===== src/rtl/xbank_pkg.sv =====
package xbank_pkg;
    parameter int BANK_W    = 5;
    parameter int PAGE_W    = 2;
    parameter int BLOCK_BIT = 4;
    parameter int PAGE_LSB  = 2;
    localparam int PAGE_MSB = PAGE_LSB + PAGE_W - 1;

    typedef enum logic [1:0] {
        BRD_PLAIN        = 2'd0,
        BRD_ROMEXT       = 2'd1,
        BRD_ROMEXT_RAMPG = 2'd2,
        BRD_RAMPG_GATE   = 2'd3
    } board_e;
endpackage


===== src/rtl/xbank_board_fsm.sv =====
module xbank_board_fsm
    import xbank_pkg::*;
(
    input  logic   clk,
    input  logic   rst,
    input  logic   cfg_large_prg,
    input  logic   cfg_small_chr,
    output board_e board
);
    board_e board_q;
    board_e board_load;

    // Decode the flags into the state that a reset would load.
    always_comb begin
        unique case ({cfg_large_prg, cfg_small_chr})
            2'b00:   board_load = BRD_PLAIN;
            2'b10:   board_load = BRD_ROMEXT;
            2'b11:   board_load = BRD_ROMEXT_RAMPG;
            default: board_load = BRD_RAMPG_GATE;
        endcase
    end

    // State register: reload while in reset, hold otherwise.
    always_ff @(posedge clk) begin
        if (rst) board_q <= board_load;
        else     board_q <= board_q;
    end

    assign board = board_q;
endmodule


===== src/rtl/xbank_src_sel.sv =====
module xbank_src_sel
    import xbank_pkg::*;
(
    input  logic              chr_4k,
    input  logic              ppu_a12,
    input  logic [BANK_W-1:0] chr_bank0,
    input  logic [BANK_W-1:0] chr_bank1,
    output logic [BANK_W-1:0] act_bank
);
    // 8 KiB mode ignores the second register and the fetch half.
    always_comb begin
        if (chr_4k && ppu_a12) act_bank = chr_bank1;
        else                   act_bank = chr_bank0;
    end
endmodule


===== src/rtl/xbank_decode.sv =====
module xbank_decode
    import xbank_pkg::*;
(
    input  board_e            board,
    input  logic [BANK_W-1:0] act_bank,
    input  logic              wram_dis,
    output logic              prg_a18,
    output logic [PAGE_W-1:0] ram_page,
    output logic              ram_en
);
    logic              blk_bit;
    logic [PAGE_W-1:0] pg_bits;

    assign blk_bit = act_bank[BLOCK_BIT];
    assign pg_bits = act_bank[PAGE_MSB:PAGE_LSB];

    always_comb begin
        unique case (board)
            BRD_PLAIN: begin
                prg_a18  = 1'b0;
                ram_page = '0;
                ram_en   = !wram_dis;
            end
            BRD_ROMEXT: begin
                prg_a18  = blk_bit;
                ram_page = '0;
                ram_en   = !wram_dis;
            end
            BRD_ROMEXT_RAMPG: begin
                prg_a18  = blk_bit;
                ram_page = pg_bits;
                ram_en   = !wram_dis;
            end
            default: begin
                prg_a18  = 1'b0;
                ram_page = pg_bits;
                ram_en   = !(wram_dis || blk_bit);
            end
        endcase
    end
endmodule


===== src/rtl/xbank_decoder.sv =====
module xbank_decoder
    import xbank_pkg::*;
(
    input  logic              clk,
    input  logic              rst,
    input  logic              cfg_large_prg,
    input  logic              cfg_small_chr,
    input  logic              chr_4k,
    input  logic              ppu_a12,
    input  logic [BANK_W-1:0] chr_bank0,
    input  logic [BANK_W-1:0] chr_bank1,
    input  logic              wram_dis,
    output logic              prg_a18,
    output logic [PAGE_W-1:0] ram_page,
    output logic              ram_en
);
    board_e            board;
    logic [BANK_W-1:0] act_bank;

    xbank_board_fsm u_fsm (
        .clk(clk), .rst(rst),
        .cfg_large_prg(cfg_large_prg), .cfg_small_chr(cfg_small_chr),
        .board(board)
    );

    xbank_src_sel u_sel (
        .chr_4k(chr_4k), .ppu_a12(ppu_a12),
        .chr_bank0(chr_bank0), .chr_bank1(chr_bank1),
        .act_bank(act_bank)
    );

    xbank_decode u_dec (
        .board(board), .act_bank(act_bank), .wram_dis(wram_dis),
        .prg_a18(prg_a18), .ram_page(ram_page), .ram_en(ram_en)
    );
endmodule


===== config.mk =====
export PLATFORM = sky130hd
export DESIGN_NAME = xbank_decoder
export DESIGN_NICKNAME = d
export VERILOG_FILES = /design/src/rtl/xbank_pkg.sv /design/src/rtl/xbank_board_fsm.sv /design/src/rtl/xbank_src_sel.sv /design/src/rtl/xbank_decode.sv /design/src/rtl/xbank_decoder.sv
export SDC_FILE = /design/constraint.sdc
export NUM_CORES = 1
export LEC_CHECK = 0
export BUFFER_PORTS_ARGS = -buffer_cell sky130_fd_sc_hd__buf_4
export CORE_AREA = 2 2 39 41
export CTS_CLUSTER_DIAMETER = 200
export CTS_CLUSTER_SIZE = 30
export DETAILED_ROUTE_END_ITERATION = 10
export DIE_AREA = 0 0 41 43
export PLACE_DENSITY = 0.44
export SETUP_SLACK_MARGIN = 0.15
export SLEW_MARGIN = 20
export SYNTH_ARGS = -nofsm -noshare
export SYNTH_HDL_FRONTEND = slang
export SYNTH_HIERARCHICAL = 1
export SYNTH_SLANG_ARGS = --single-unit

===== constraint.sdc =====
create_clock -name clk -period 1.5 [get_ports clk]
set_input_delay 0.375 -clock clk [delete_from_list [all_inputs] [get_ports clk]]
set_output_delay 0.375 -clock clk [all_outputs]
set_load 0.01 [all_outputs]

=== After elaboration in Yosys (flattened, before gate mapping) ===
Index checks and enable logic that the tools add are counted.

* Flip-flop bits (word level): 2
* Bits in latches: 0
* RAM bits: 0
* ROM bits: 0
* Input port bits: 17
* Output and inout bits: 4
* Logic and storage cells: 19
* Memories kept: 0

* $add $sub $neg: 0
* $mul: 0
* Divide/modulo/power cells: 0
* Order comparisons: 0
* Equality and inequality tests: 4
* Shifts and indexed selects: 0
* Mux-type cells: 5
* Bitwise logic cells: 0
* Reduce and logical (&&, ||, !) cells: 9

{| class="wikitable"
|+ Operators with widths
! operator !! number
|-
| $eq 2x2->1 const B || 3
|-
| $pmux 2 s3 || 1
|-
| $mux 5 || 1
|-
| $logic_not 2->1 || 2
|-
| $reduce_or 2->1 || 2
|-
| $reduce_or 3->1 || 1
|-
| $eq 2x1->1 const B || 1
|-
| $logic_not 1->1 || 2
|-
| $mux 1 || 2
|-
| $mux 2 || 1
|-
| $logic_and 1x1->1 || 1
|-
| $logic_or 1x1->1 || 1
|}

=== Logic depth before layout (Yosys ltp) ===
* Word-level depth: 5
* Mapped depth: 3

=== By module ===
The synthesis kept the hierarchy.

{| class="wikitable"
|+ Modules (own cells, without submodules)
! module !! times used !! cells an instance !! area an instance (sq um) !! seq. area each (sq um)
|-
| xbank_board_fsm || 1 || 7 || 98.8 || 60.1
|-
| xbank_decode || 1 || 9 || 71.3 || 0.0
|-
| xbank_src_sel || 1 || 6 || 62.6 || 0.0
|}

=== Least setup slack after synthesis ===
No wires, ideal clock.

* Path type: input port to output port
* Start point: input port chr_4k
* End point: output port ram_en
* Data arrival time: 1.026 ns
* Data required time: 1.125 ns
* Path slack: 0.099 ns
* Stages on the path: 3
* Cell sequence: nand2_2 > mux2_2 > a21oi_1

* Word-level cells in the longest chain between the ends: 5

{| class="wikitable"
|+ RTL lines
! item !! line !! RTL
|-
| start: declaration || xbank_decoder.sv:8 || <nowiki>input logic chr_4k,</nowiki>
|-
| $logic_and 1x1->1 || xbank_src_sel.sv:12 || <nowiki>if (chr_4k && ppu_a12) act_bank = chr_bank1;</nowiki>
|-
| $mux 5 || xbank_src_sel.sv:12 ||
|-
| named net act_bank[4] || xbank_decoder.sv:18 || <nowiki>logic [BANK_W-1:0] act_bank;</nowiki>
|-
| $logic_or 1x1->1 || xbank_decode.sv:37 || <nowiki>ram_en = !(wram_dis || blk_bit);</nowiki>
|-
| $logic_not 1->1 || xbank_decode.sv:37 ||
|-
| $mux 1 || -- ||
|-
| end: declaration || xbank_decoder.sv:15 || <nowiki>output logic ram_en</nowiki>
|}

The timed path passes the listed nets, and every way through them passes these cells.

=== Final worst setup path ===
* Start point: input port chr_4k
* End point: output port ram_page[0]

* Word-level cells in the longest chain between the ends: 3

{| class="wikitable"
|+ RTL lines
! item !! line !! RTL
|-
| $logic_and 1x1->1 || xbank_src_sel.sv:12 ||
|-
| $mux 5 || xbank_src_sel.sv:12 ||
|-
| named net act_bank[2] || xbank_decoder.sv:18 ||
|-
| $mux 2 || xbank_decode.sv:18 || <nowiki>unique case (board)</nowiki>
|-
| end: declaration || xbank_decoder.sv:14 || <nowiki>output logic [PAGE_W-1:0] ram_page,</nowiki>
|}

The timed path passes the listed nets, and every way through them passes these cells.

==> out/qor.csv <==
stage,metric,value,unit
global_route,first_global_vias,234,
die,die_h,43,um
power,internal-power,0.000230,W
sta,period_share,1.04,
finish,final_cell_area,430,um2
die,die_x,41,um
finish,area_delta_synth_final,105,%
power,power_switching_share,0.245,
finish,antenna_cells,0,
worst_setup_path,cp_cell_sequence,"buf_4, nand2_4, mux2_2, nor3b_2, buf_4",
sta,setup_slack,-0.0549,ns
die,die_area,0.00176,mm2
finish,mostFrequentLayoutCell,buf_4,
sta,hold_viol,0,
outcome,violations,negative setup slack,
drt,drc_errors,0,
sta,fin_crit,1.55,ns
drt,drt-vias-per-instance,3.84,
finish,drive_above_1_share,0.825,
worst_setup_path,critical_path_class,input port to output pin,
global_route,antenna_found_initial,0,
die,initial_core_util,0.152,
clocking,cts_tree,yes,
sta,setup_viol,4,
worst_setup_path,worst_path_max_delay_cell,mux2_2,
clocking,clockRootBuffer,clkbuf_4,
drt,final_antenna_net_count,0,
drt,routed-via-count,215,
sta,slew_viol_final,0,
sta,worst-slew-pin-transition,0.135,ns
clocking,cts_max_path_buffers,2,
place,dp_hpwl,392,um
global_route,overflow,0,
drt,dr.pass1.iters,2,
global_route,grtUsageTotal,0.0654,
place,placed_area,354,um2
worst_setup_path,crit_required,1.12,ns
finish,largest_reg_flops,2,
finish,mostFrequentLayoutCells,"buf_4 (15), clkbuf_4 (3)",
place,port_buffers,16,
drt,wirelength,505,um
worst_setup_path,startpoint_type,input port,
power,p_seq_frac,0.243,
min_path,min_path_type,input port to flip-flop,
logic_synthesis,avgSynthCellArea,10.5,um2
worst_setup_path,crit_top_cell,buf_4,
sta,max_freq,643,MHz
die,fp-row-count,14,
outcome,status,finished with violations,
logic_synthesis,synthesis.nets,42,
clocking,path_clk_slew,0.03,ns
logic_synthesis,synthCells,20,
power,p_clk_frac,0.383,
place,dp_cells,52,
run,maxCapViolations,0,
sta,slew_headroom,0.909,
finish,final_nets,64,
power,p_leak,0.216,nW
finish,final_core_util,0.311,
power,power.density,708,mW/mm2
power,pwr-share-comb,0.375,
place,gp_congestion,0.488,
worst_setup_path,cp.arrival,1.18,ns
worst_setup_path,crit_fanout,3,
worst_setup_path,cp-end-kind,output pin,
die,core,0.00138,mm2
drt,drtIter0Drc,2,
sta,rsz0062_at_grt,yes,
power,p_sw,0.0000748,W
global_route,grt_pass1_wl,703,um
power,vdd_drop_max,0.000353,V
logic_synthesis,netlist_area,210,um2
drt,wl_per_cell,9.02,um
global_route,grt_max_degree,4,
clocking,numCtsBuffers,3,
die,io_pins,21,
finish,stdcell_count,56,
clocking,cts.sinks,2,
clocking,cts_max_level,1,
sta,fin_hold_ws,0.361,ns
logic_synthesis,synth_warnings,6,
worst_setup_path,cpPeakStageDelay,0.32,ns
-- area by class of cell --
cell class / instances / area, um2
fill: 153 / 953
multi-input combinational: 14 / 178
timing repair buffer: 17 / 135
sequential: 2 / 60.1
clock buffer: 3 / 22.5
tap: 16 / 20.0
inverter: 4 / 15.0
-- through the flow --
| step | setup TNS (ns) | total power (W) | worst slack, ns |
|---|---|---|---|
| 2_1_floorplan | 0 | 0.000111 | 0.173 |
| 3_3_place_gp | -0.196 | 0.000159 | -0.0667 |
| 5_1_grt | -0.417 | 0.000333 | -0.113 |
| 3_5_place_dp | -0.228 | 0.000161 | -0.0733 |
| 6_report | -0.187 | 0.000305 | -0.0549 |
| 4_1_cts | -0.200 | 0.000300 | -0.0679 |
-- worst max-delay path: cells and delay by family --
family	cells	cell delay, ns
multiplexers	1	0.32
buffers and inverters	2	0.26
AND/OR/NAND/NOR	2	0.22
-- what timing repair did --
item                       in CTS  in global routing
pin swaps                       2                  2
resized for setup               7                  6
hold buffers                    0                  0
setup buffers                   0                  1
setup endpoints to repair       4                  4
-- power by group through the flow --
stage / registers (W) / logic [W] / clock network [W]
floorplan: 0.0000725 / 0.0000385 / 0
global placement: 0.0000732 / 0.0000854 / 0
detailed placement: 0.0000732 / 0.0000880 / 0
CTS: 0.0000727 / 0.000102 / 0.000125
global route: 0.0000747 / 0.000128 / 0.000131
finish: 0.0000740 / 0.000114 / 0.000117
-- per-layer routing --
metal / track usage / wire, um / up-vias
met5: 0 / 0 / -
met4: 0.0600 / 0 / 0
met3: 0.0471 / 79 / 0
met2: 0.119 / 274 / 17
met1: 0.0291 / 151 / 91
li1: - / - / 107
-- worst paths after layout --
check	start	to	slack, ns	cells past startpoint
worst max-delay path	chr_4k	ram_page[0]	-0.05	5
worst min-delay path	rst	u_fsm/board[1]	0.36	1
Note: power is estimated with default switching activity, not from simulation.
